### src/rtl/adsr_pkg.sv
package adsr_pkg;
  localparam int NIB_W = 4;
  localparam int ENV_W = 2 * NIB_W;
  localparam int CNT_W = 15;
  localparam int EXP_W = 5;

  typedef enum logic [1:0] {
    ST_ATTACK  = 2'd0,
    ST_DECAY   = 2'd1,
    ST_RELEASE = 2'd2
  } adsr_state_e;

  function automatic logic [CNT_W-1:0] rate_period(input logic [NIB_W-1:0] r);
    logic [CNT_W-1:0] p;
    case (r)
      4'd0:    p = 15'd9;
      4'd1:    p = 15'd32;
      4'd2:    p = 15'd63;
      4'd3:    p = 15'd95;
      4'd4:    p = 15'd149;
      4'd5:    p = 15'd220;
      4'd6:    p = 15'd267;
      4'd7:    p = 15'd313;
      4'd8:    p = 15'd392;
      4'd9:    p = 15'd977;
      4'd10:   p = 15'd1954;
      4'd11:   p = 15'd3126;
      4'd12:   p = 15'd3907;
      4'd13:   p = 15'd11720;
      4'd14:   p = 15'd19532;
      default: p = 15'd31251;
    endcase
    return p;
  endfunction

  // prescaler ratio after the envelope steps to env; other values keep cur
  function automatic logic [EXP_W-1:0] exp_ratio(input logic [ENV_W-1:0] env,
                                                 input logic [EXP_W-1:0] cur);
    logic [EXP_W-1:0] n;
    case (env)
      8'hff:   n = 5'd1;
      8'h5d:   n = 5'd2;
      8'h36:   n = 5'd4;
      8'h1a:   n = 5'd8;
      8'h0e:   n = 5'd16;
      8'h06:   n = 5'd30;
      8'h00:   n = 5'd1;
      default: n = cur;
    endcase
    return n;
  endfunction
endpackage

### src/rtl/adsr_regs.sv
module adsr_regs
  import adsr_pkg::*;
(
  input  logic             clk_i,
  input  logic             rst_ni,
  input  logic             ctrl_we_i,
  input  logic             gate_i,
  input  logic             ad_we_i,
  input  logic [ENV_W-1:0] ad_data_i,
  input  logic             sr_we_i,
  input  logic [ENV_W-1:0] sr_data_i,
  output logic [NIB_W-1:0] attack_o,
  output logic [NIB_W-1:0] decay_o,
  output logic [NIB_W-1:0] sustain_o,
  output logic [NIB_W-1:0] release_o,
  output logic             gate_rise_o,
  output logic             gate_fall_o
);
  logic             gate_q, gate_d;
  logic [ENV_W-1:0] ad_q, sr_q, ad_d, sr_d;

  // write values are visible in the cycle of the write
  assign gate_d = ctrl_we_i ? gate_i : gate_q;
  assign ad_d   = ad_we_i ? ad_data_i : ad_q;
  assign sr_d   = sr_we_i ? sr_data_i : sr_q;

  assign attack_o    = ad_d[ENV_W-1:NIB_W];
  assign decay_o     = ad_d[NIB_W-1:0];
  assign sustain_o   = sr_d[ENV_W-1:NIB_W];
  assign release_o   = sr_d[NIB_W-1:0];
  assign gate_rise_o = gate_d & ~gate_q;
  assign gate_fall_o = ~gate_d & gate_q;

  always_ff @(posedge clk_i or negedge rst_ni) begin
    if (!rst_ni) begin
      gate_q <= 1'b0;
      ad_q   <= '0;
      sr_q   <= '0;
    end else begin
      gate_q <= gate_d;
      ad_q   <= ad_d;
      sr_q   <= sr_d;
    end
  end
endmodule

### src/rtl/adsr_rate_timer.sv
module adsr_rate_timer
  import adsr_pkg::*;
(
  input  logic             clk_i,
  input  logic             rst_ni,
  input  logic [CNT_W-1:0] period_i,
  output logic             tick_o,
  output logic [CNT_W-1:0] cnt_o
);
  logic [CNT_W-1:0] cnt_q, cnt_d;
  logic [CNT_W:0]   cnt_inc;

  assign cnt_inc = {1'b0, cnt_q} + 1'b1;
  assign tick_o  = (cnt_inc == {1'b0, period_i});

  always_comb begin
    if (tick_o)      cnt_d = '0;
    else if (&cnt_q) cnt_d = CNT_W'(1);  // wrap skips zero
    else             cnt_d = cnt_inc[CNT_W-1:0];
  end

  always_ff @(posedge clk_i or negedge rst_ni) begin
    if (!rst_ni) cnt_q <= '0;
    else         cnt_q <= cnt_d;
  end

  assign cnt_o = cnt_q;
endmodule

### src/rtl/adsr_exp_prescaler.sv
module adsr_exp_prescaler
  import adsr_pkg::*;
(
  input  logic             clk_i,
  input  logic             rst_ni,
  input  logic             tick_i,
  input  logic             bypass_i,
  input  logic             load_i,
  input  logic [ENV_W-1:0] env_next_i,
  output logic             advance_o,
  output logic [EXP_W-1:0] cnt_o,
  output logic [EXP_W-1:0] ratio_o
);
  logic [EXP_W-1:0] cnt_q, ratio_q;
  logic [EXP_W-1:0] cnt_inc;

  assign cnt_inc   = cnt_q + 1'b1;
  assign advance_o = tick_i & (bypass_i | (cnt_inc == ratio_q));

  always_ff @(posedge clk_i or negedge rst_ni) begin
    if (!rst_ni) begin
      cnt_q   <= '0;
      ratio_q <= EXP_W'(1);
    end else begin
      if (advance_o)   cnt_q <= '0;
      else if (tick_i) cnt_q <= cnt_inc;
      if (load_i)      ratio_q <= exp_ratio(env_next_i, ratio_q);
    end
  end

  assign cnt_o   = cnt_q;
  assign ratio_o = ratio_q;
endmodule

### src/rtl/adsr_level_core.sv
module adsr_level_core
  import adsr_pkg::*;
(
  input  logic             clk_i,
  input  logic             rst_ni,
  input  logic             gate_rise_i,
  input  logic             gate_fall_i,
  input  logic [NIB_W-1:0] sustain_i,
  input  logic             advance_i,
  output adsr_state_e      state_w_o,
  output adsr_state_e      state_q_o,
  output logic             hold_q_o,
  output logic             load_o,
  output logic [ENV_W-1:0] env_next_o,
  output logic [ENV_W-1:0] env_o
);
  adsr_state_e      state_q, state_w, state_d;
  logic             hold_q, hold_w, hold_d;
  logic [ENV_W-1:0] env_q, env_d, floor_lvl;

  assign floor_lvl = {sustain_i, sustain_i};
  assign state_w   = gate_rise_i ? ST_ATTACK : (gate_fall_i ? ST_RELEASE : state_q);
  assign hold_w    = gate_rise_i ? 1'b0 : hold_q;
  assign load_o    = advance_i & ~hold_w;

  always_comb begin
    env_d   = env_q;
    state_d = state_w;
    hold_d  = hold_w;
    if (load_o) begin
      case (state_w)
        ST_ATTACK: begin
          env_d = env_q + 1'b1;
          if (&env_d) state_d = ST_DECAY;
        end
        ST_DECAY:   if (env_q != floor_lvl) env_d = env_q - 1'b1;
        default:    env_d = env_q - 1'b1;
      endcase
      if (env_d == '0) hold_d = 1'b1;
    end
  end

  always_ff @(posedge clk_i or negedge rst_ni) begin
    if (!rst_ni) begin
      state_q <= ST_RELEASE;
      hold_q  <= 1'b1;
      env_q   <= '0;
    end else begin
      state_q <= state_d;
      hold_q  <= hold_d;
      env_q   <= env_d;
    end
  end

  assign state_w_o  = state_w;
  assign state_q_o  = state_q;
  assign hold_q_o   = hold_q;
  assign env_next_o = env_d;
  assign env_o      = env_q;
endmodule

### src/rtl/adsr_envelope.sv
module adsr_envelope
  import adsr_pkg::*;
(
  input  logic             clk_i,
  input  logic             rst_ni,
  input  logic             ctrl_we_i,
  input  logic             gate_i,
  input  logic             ad_we_i,
  input  logic [ENV_W-1:0] ad_data_i,
  input  logic             sr_we_i,
  input  logic [ENV_W-1:0] sr_data_i,
  output logic [ENV_W-1:0] env_o
);
  logic [NIB_W-1:0] attack_eff, decay_eff, sustain_eff, release_eff, rate_sel;
  logic             gate_rise, gate_fall, rate_tick, advance, load, hold_q;
  logic [CNT_W-1:0] rate_cnt;
  logic [EXP_W-1:0] exp_cnt, exp_per;
  logic [ENV_W-1:0] env_next;
  adsr_state_e      state_w, state_q;

  adsr_regs u_regs (
    .clk_i, .rst_ni, .ctrl_we_i, .gate_i, .ad_we_i, .ad_data_i, .sr_we_i, .sr_data_i,
    .attack_o(attack_eff), .decay_o(decay_eff), .sustain_o(sustain_eff),
    .release_o(release_eff), .gate_rise_o(gate_rise), .gate_fall_o(gate_fall)
  );

  always_comb begin
    case (state_w)
      ST_ATTACK: rate_sel = attack_eff;
      ST_DECAY:  rate_sel = decay_eff;
      default:   rate_sel = release_eff;
    endcase
  end

  adsr_rate_timer u_timer (
    .clk_i, .rst_ni, .period_i(rate_period(rate_sel)), .tick_o(rate_tick), .cnt_o(rate_cnt)
  );

  adsr_exp_prescaler u_exp (
    .clk_i, .rst_ni, .tick_i(rate_tick), .bypass_i(state_w == ST_ATTACK), .load_i(load),
    .env_next_i(env_next), .advance_o(advance), .cnt_o(exp_cnt), .ratio_o(exp_per)
  );

  adsr_level_core u_core (
    .clk_i, .rst_ni, .gate_rise_i(gate_rise), .gate_fall_i(gate_fall),
    .sustain_i(sustain_eff), .advance_i(advance), .state_w_o(state_w),
    .state_q_o(state_q), .hold_q_o(hold_q), .load_o(load),
    .env_next_o(env_next), .env_o(env_o)
  );
endmodule

### config.mk
export PLATFORM = sky130hd
export DESIGN_NAME = adsr_envelope
export DESIGN_NICKNAME = d
export VERILOG_FILES = /design/src/rtl/adsr_pkg.sv /design/src/rtl/adsr_regs.sv /design/src/rtl/adsr_rate_timer.sv /design/src/rtl/adsr_exp_prescaler.sv /design/src/rtl/adsr_level_core.sv /design/src/rtl/adsr_envelope.sv
export SDC_FILE = /design/constraint.sdc
export NUM_CORES = 1
export LEC_CHECK = 0
export BUFFER_PORTS_ARGS = -buffer_cell sky130_fd_sc_hd__buf_4
export CORE_AREA = 4 4 95 97
export DETAILED_ROUTE_END_ITERATION = 16
export DIE_AREA = 0 0 99 101
export PLACE_DENSITY = 0.72
export SYNTH_ARGS = -nofsm -noshare
export SYNTH_HDL_FRONTEND = slang
export SYNTH_HIERARCHICAL = 1
export SYNTH_SLANG_ARGS = --single-unit
### constraint.sdc
create_clock -name clk_i -period 17.6 [get_ports clk_i]
set_clock_uncertainty 0.2 [all_clocks]
set_input_delay 2.64 -clock clk_i [delete_from_list [all_inputs] [get_ports clk_i]]
set_output_delay 2.64 -clock clk_i [all_outputs]
set_load 0.1 [all_outputs]
==> impl_summary.txt, run 1 <==
----------------------------------------------------
[Run status]
  Run status ... completed

[Power and ir drop]
  Power density over cell area ... 106 mW/mm2
  Leakage dissipation ... 1.94 nW
  Worst IR drop on VDD ... 71.7 uV

[Clock tree]
  CTS tree ... done
  CTS buffer count ... 5
  Deepest clock path buffer count ... 2
  Clk_lat worst skew ... 0.30 ns
  Sinks on the clock net ... 53
  CTS Hold Bufs ... 0
  Buffer cell driving the clock tree root ... clkbuf_8
  Count of instances resized after the clock tree is built ... 0
  Post-CTS Setup Inserts ... 0
  Worst-path clk slew ... 0.09 ns
  H-tree level count ... 2

[Setup path]
  Type of the setup path with the least slack ... in -> reg
  Critical path peak fanout ... 25
  Data arrival time of the critical path ... 9.58 ns
  Peak per-stage delay on the critical path ... 0.92 ns
  CP max stage cell ... nor3b_1
  Type of element capturing the critical path ... flop
  CP Launch Type ... input pin
  Required arrival time at the worst endpoint ... 17.59 ns

[Cells and area]
  Post-layout instance count excluding filler cells ... 583
  Final design instance area without fill ... 0.00466 mm2
  Number of diodes ... 0
  Commonest non-fill, non-tap cell in the layout ... dfrtp_1
  Signed area change from the synthesized netlist to the final layout ... 6.15%
  Post-layout nets ... 515
  Ratio of cells with drive above 1 in the final layout ... 0.190
  Area taken by multi-input logic gates ... 0.00281 mm2
  Number of fill cells in the layout ... 724
  Sequential standard cell area ... 0.00133 mm2
  Highest-count cells in the layout ignoring fill and taps ... 50 x dfrtp_1, 35 x nor2_1, 31 x nand2_1, 30 x buf_4, 29 x xnor2_1

[Place]
  Total of buffers placed on input and output ports ... 29
  Detailed placer's ending HPWL ... 7340 um
  Instance area at placement ... 0.00457 mm2
  Cell Count Post-Placement ... 575
  Routability congestion estimate from global placement ... 0.922

[Timing]
  Slew Viols, Final ... 0
  Final number of setup-violating endpoints ... 0
  Transition time at the pin with the least slew margin ... 1.08 ns
  Final hold viol count ... 0
  Period minus WS final ... 9.59 ns
  Setup repair after global routing missed its margin ... no
  Final period util ... 0.545
  Worst relative slew slack ... 0.278
  F_max ... 104 MHz
  Setup Total Neg Slack ... 0 ns

[Synth]
  Netlist area before placement ... 0.00439 mm2
  Flip-flop and latch count after synthesis ... 53
  Count of distinct cell types in the synthesized netlist ... 86
  Post-synth net total ... 506
  Number of synthesized flops with an enable pin ... 0
  Post-synth top flop ... dfrtp_1
  Yosys warning count ... 6
  Main area contributors after synthesis ... dfrtp_1 28%, mux2_4 5.8%, xnor2_1 5.8%
  Share of the yosys chip area belonging to registers ... 0.303
  Post-Syn Instances ... 468
  Most area-hungry cell type in the Yosys netlist ... dfrtp_1
  Mean Syn Cell Area ... 9.38 um2
  Top-area cell type share of the netlist area ... 0.285
  Share of flip-flops with an asynchronous set or reset after synthesis ... 1.00

[Route]
  Vias ... 3,581
  ANT nets after route ... 0
  DRC violation count after routing ... 0
  Number of detailed-route iterations in the first pass ... 5
  Detailed Route Iter0 Violations ... 156
  Via count normalized by instance count ... 6.14
  Routed WL per cell ... 17.2 um
  Wire length after detailed routing ... 10000 um

[Global route]
  Global-route usage over all layers ... 0.208
  Number of antenna violations at the first check in global routing ... 0
  Maximum number of pins on one net before global-route repair ... 54
  Grt ovf ... 0
  Number of global-route vias before repair ... 3,550
  Wire length of the first global-routing pass ... 17,200 um

[Flow run]
  Maximum Capacitance Violations ... 0

[Die]
  Overall die area ... 0.0100 mm2
  Number of placed I/O pins ... 30
  Total number of placement rows ... 33
  Effective utilization at floorplan ... 0.540
  Height of the die ... 101 um
  Placeable core region ... 0.00813 mm2
  Die X-Extent ... 99 um

[Min path]
  Class of the worst hold path ... reg -> reg

----------------------------------------------------
==> layout make-up <==
type / count / share of cell area
flip-flops and latches: 53 / 0.285
multi-input cells: 366 / 0.602
inverters: 21 / 0.0169
well taps: 105 / 0.0282
clock buffers: 8 / 0.0193
repair buffers: 30 / 0.0483
==> power breakdown <==
group,internal (W),switching (W),leakage [nW]
registers,0.000139,0.0000300,0.634
clock network,0.0000322,0.0000384,0.0455
logic,0.0000993,0.000154,1.26
total,0.000271,0.000223,1.94
==> registers in the layout, indices dropped and copies added (netlist names) <==
name              cells
u_timer/cnt_o        15
u_core/env_o          8
u_regs/ad_q           8
u_regs/sr_q           8
u_exp/cnt_o           5
u_exp/ratio_o         5
u_core/state_q_o      2
u_core/hold_q_o       1
u_regs/gate_q         1
==> routing by layer <==
metal	up-vias	global-route usage	wire, um
li1	1723	-	-
met1	1736	0.276	4550
met2	103	0.355	4840
met3	19	0.0277	467
met4	0	0.0567	141
met5	-	0	0
==> kinds of logic (layout without fill, tap and decap cells) <==
kind of cell / after synthesis / in the layout / synth area share
and+or+nand+nor: 174 / 174 / 0.226
muxes: 38 / 38 / 0.115
adders and majority gates: 16 / 16 / 0.0456
xor gates and xnor gates: 43 / 43 / 0.0858
buffers and inverters: 49 / 59 / 0.0581
AOI/OAI and AO/OA: 95 / 95 / 0.167
DFF: 53 / 53 / 0.303
==> final timing paths <==
kind	start	to	slack [ns]	cells after the start
max	ctrl_we_i	u_exp/ratio_o[2]$_DFFE_PN0P_	8.01	27
min reg2reg	u_regs/ad_q[5]$_DFF_PN0_	u_regs/ad_q[5]$_DFF_PN0_	0.30	1
max reg2reg	u_regs/gate_q$_DFF_PN0_	u_exp/ratio_o[2]$_DFFE_PN0P_	10.08	26
max in group asynchronous	rst_ni	u_timer/cnt_o[7]$_DFF_PN0_	14.58	1
min	u_regs/ad_q[5]$_DFF_PN0_	u_regs/ad_q[5]$_DFF_PN0_	0.30	1
min in group asynchronous	rst_ni	u_regs/ad_q[3]$_DFF_PN0_	2.17	1
==> synth_stat cells (14+ instances only) <==
| master | count |
|---|---|
| nand2_1 | 31 |
| buf_2 | 14 |
| a21oi_1 | 18 |
| xor2_1 | 14 |
| nor2_1 | 35 |
| ha_1 | 16 |
| dfrtp_1 | 50 |
| nand3_1 | 14 |
| nor3_1 | 24 |
| xnor2_1 | 29 |
| inv_1 | 19 |
| mux2_4 | 17 |
==> critical path, delay by kind of cell <==
kind	cells	cell delay [ns]
multiplexers	3	0.66
AND/OR/NAND/NOR	8	2.95
buffers and inverters	4	0.77
AO/OA/AOI/OAI	10	2.05
adder cells (fa/ha/maj)	1	0.31
XOR/XNOR	1	0.18
==> stage by stage <==
step / power [W] / util / setup slack, ns / hold slack (ns)
floorplan: 0.000373 / - / 8.75 / 0.267
global placement: 0.000414 / 0.562 / 8.03 / 0.278
detailed placement: 0.000421 / 0.562 / 7.81 / 0.279
CTS: 0.000494 / 0.573 / 8.11 / 0.302
global route: 0.000529 / 0.573 / 7.57 / 0.313
finish: 0.000494 / 0.573 / 8.01 / 0.301
(Power assumes the default switching activity.)
==> run 2: changes to the inputs <==
- clock period: 17.6 -> 9.01 ns (I/O delays scaled with it)
==> run 2 against run 1 <==
Wire length shrank 0.22%. Critical endpoint is now u_exp/ratio_o[4]$_DFFE_PN0P_. Clock power grew 130%. Sequential share of layout area shrank 0.15 points. Largest cell class unchanged. Flip-flop and latch count is the same. Die area is the same. Total power grew 100%. Global-route usage grew 0.11 points.
==> impl_summary.txt, run 2 (synthesis results as in run 1) <==
----------------------------------------------------
[Run status]
  Run status ... completed

[Clock tree]
  Buffer cell driving the clock tree root ... clkbuf_8
  Worst-path clk slew ... 0.09 ns (about the same)
  Deepest clock path buffer count ... 2 (unchanged)
  Clk_lat worst skew ... 0.30 ns (about the same)
  Post-CTS Setup Inserts ... 0 (unchanged)
  CTS buffer count ... 5 (unchanged)
  H-tree level count ... 2 (unchanged)
  Count of instances resized after the clock tree is built ... 0 (unchanged)
  CTS Hold Bufs ... 0 (unchanged)
  Sinks on the clock net ... 53 (unchanged)
  CTS tree ... done

[Cells and area]
  Sequential standard cell area ... 0.00133 mm2 (unchanged)
  Number of fill cells in the layout ... 727 (+0.41%)
  Highest-count cells in the layout ignoring fill and taps ... 50 x dfrtp_1, 35 x nor2_1, 31 x nand2_1, 31 x buf_4, 29 x xnor2_1
  Signed area change from the synthesized netlist to the final layout ... 6.72%
  Flip-flop count of the largest register, all copies and words added ... 15 (unchanged)
  Ratio of cells with drive above 1 in the final layout ... 0.194 (+0.00378)
  Commonest non-fill, non-tap cell in the layout ... dfrtp_1
  Post-layout nets ... 516 (+0.19%)
  Number of diodes ... 0 (unchanged)
  Final design instance area without fill ... 0.00469 mm2 (+0.54%)
  Area taken by multi-input logic gates ... 0.00281 mm2 (unchanged)

[Global route]
  Grt ovf ... 0 (unchanged)
  Wire length of the first global-routing pass ... 17,200 um (+0.32%)
  Number of antenna violations at the first check in global routing ... 0 (unchanged)
  Maximum number of pins on one net before global-route repair ... 54 (unchanged)
  Number of global-route vias before repair ... 3,452 (-2.8%)
  Global-route usage over all layers ... 0.209 (+0.00114)

[Timing]
  Period minus WS final ... 7.70 ns
  F_max ... 130 MHz
  Slack of the critical path ... 1.31 ns (-6.71 ns)
  Final Hold Slack ... 0.299 ns (-0.00196 ns)
  Setup Total Neg Slack ... 0 ns (unchanged)
  Worst relative slew slack ... 0.480 (+0.202)
  Slew Viols, Final ... 0 (unchanged)
  Setup repair after global routing missed its margin ... no
  Transition time at the pin with the least slew margin ... 0.780 ns (-0.301 ns)
  Final hold viol count ... 0 (unchanged)
  Final number of setup-violating endpoints ... 0 (unchanged)
  Final period util ... 0.855

[Die]
  Total number of placement rows ... 33 (unchanged)
  Overall die area ... 0.0100 mm2 (unchanged)
  Effective utilization at floorplan ... 0.540 (unchanged)
  Height of the die ... 101 um (unchanged)
  Die X-Extent ... 99 um (unchanged)
  Number of placed I/O pins ... 30 (unchanged)
  Placeable core region ... 0.00813 mm2 (unchanged)

[Setup path]
  Peak per-stage delay on the critical path ... 0.77 ns (-0.15 ns)
  Type of the setup path with the least slack ... in -> reg
  Worst r2r path cells ... 23 (-12%)
  Critical path peak fanout ... 17 (-32%)
  Data arrival time of the critical path ... 7.70 ns (-1.88 ns)
  Type of element capturing the critical path ... flop
  CP Launch Type ... input pin
  CP max stage cell ... o21ba_1
  Required arrival time at the worst endpoint ... 9.01 ns (-8.58 ns)

[Place]
  Routability congestion estimate from global placement ... 0.927 (+0.53%)
  Detailed placer's ending HPWL ... 7220 um (-1.7%)
  Instance area at placement ... 0.00458 mm2 (+0.16%)
  Setup slack at placement ... 1.07 ns (-6.74 ns)
  Total of buffers placed on input and output ports ... 29 (unchanged)

[Route]
  ANT nets after route ... 0 (unchanged)
  Via count normalized by instance count ... 6.17 (+0.39%)
  DRC violation count after routing ... 0 (unchanged)
  Wire length after detailed routing ... 9980 um (-0.22%)
  Vias ... 3,601 (+0.56%)
  Detailed Route Iter0 Violations ... 193 (+24%)
  Number of detailed-route iterations in the first pass ... 5 (unchanged)
  Routed WL per cell ... 17.1 um (-0.39%)

[Power and ir drop]
  Power density over cell area ... 210 mW/mm2 (+99%)
  Worst IR drop on VDD ... 177 uV (+150%)
  Leakage dissipation ... 1.95 nW (+0.78%)

[Flow run]
  Maximum Capacitance Violations ... 0 (unchanged)

[Min path]
  Number of cells traversed by the worst hold path ... 1 (unchanged)
  Class of the worst hold path ... reg -> reg

----------------------------------------------------
## run 2: cell count changes in the layout (fill, tap and decap cells not counted)
cell	change
bufinv_16	+1
clkbuf_1	-1
buf_4	+1
clkbuf_8	-1
clkinv_2	+1
## run 2: path summary, 6_finish.rpt
| kind | startpoint | endpoint | slack (ns) |
|---|---|---|---|
| setup / recovery | ctrl_we_i | u_exp/ratio_o[4]$_DFFE_PN0P_ | 1.31 |
| hold / removal | u_regs/ad_q[5]$_DFF_PN0_ | u_regs/ad_q[5]$_DFF_PN0_ | 0.30 |
| setup reg to reg | u_regs/gate_q$_DFF_PN0_ | u_exp/ratio_o[4]$_DFFE_PN0P_ | 2.10 |
| hold reg to reg | u_regs/ad_q[5]$_DFF_PN0_ | u_regs/ad_q[5]$_DFF_PN0_ | 0.30 |
| max in group asynchronous | rst_ni | u_exp/ratio_o[1]$_DFFE_PN0P_ | 7.28 |
| min in group asynchronous | rst_ni | u_regs/sr_q[0]$_DFF_PN0_ | 0.87 |
## run 2: layout make-up
cell class | count | area share
sequential | 53 | 0.284
inverter | 21 | 0.0168
clock inverter | 2 | 0.00747
tap | 105 | 0.0280
clock buffer | 6 | 0.0155
timing repair buffer | 31 | 0.0497
multi-input combinational | 366 | 0.599
## run 2: routing by layer
metal / global-route usage / up-vias / part of all wire
li1: - / 1723 / -
met1: 0.288 / 1729 / 0.45
met2: 0.344 / 126 / 0.48
met3: 0.0263 / 23 / 0.055
met4: 0.0609 / 0 / 0.019
met5: 0 / - / 0
## run 2: critical path, delay by kind of cell
kind                       cells  cell delay, ns
AOI/OAI and AO/OA              9            2.33
and+or+nand+nor                9            2.32
xor gates and xnor gates       2            0.60
muxes                          2            0.53
adders and majority gates      1            0.32
buffers and inverters          2            0.22
## run 2: stage by stage
stage / utilization / std cells / power (W)
after floorplan: - / 468 / 0.000728
after global placement: 0.563 / 576 / 0.000808
after detailed placement: 0.563 / 576 / 0.000820
after CTS: 0.576 / 584 / 0.000988
after global routing: 0.576 / 584 / 0.00106
final: 0.576 / 584 / 0.000986
## run 2: report_power, final
part / switching (W) / leakage, nW / internal (W) / total [W]
registers: 0.0000600 / 0.634 / 0.000272 / 0.000332
clock network: 0.0000783 / 0.0552 / 0.0000826 / 0.000161
logic: 0.000299 / 1.26 / 0.000194 / 0.000493
total: 0.000438 / 1.95 / 0.000549 / 0.000986
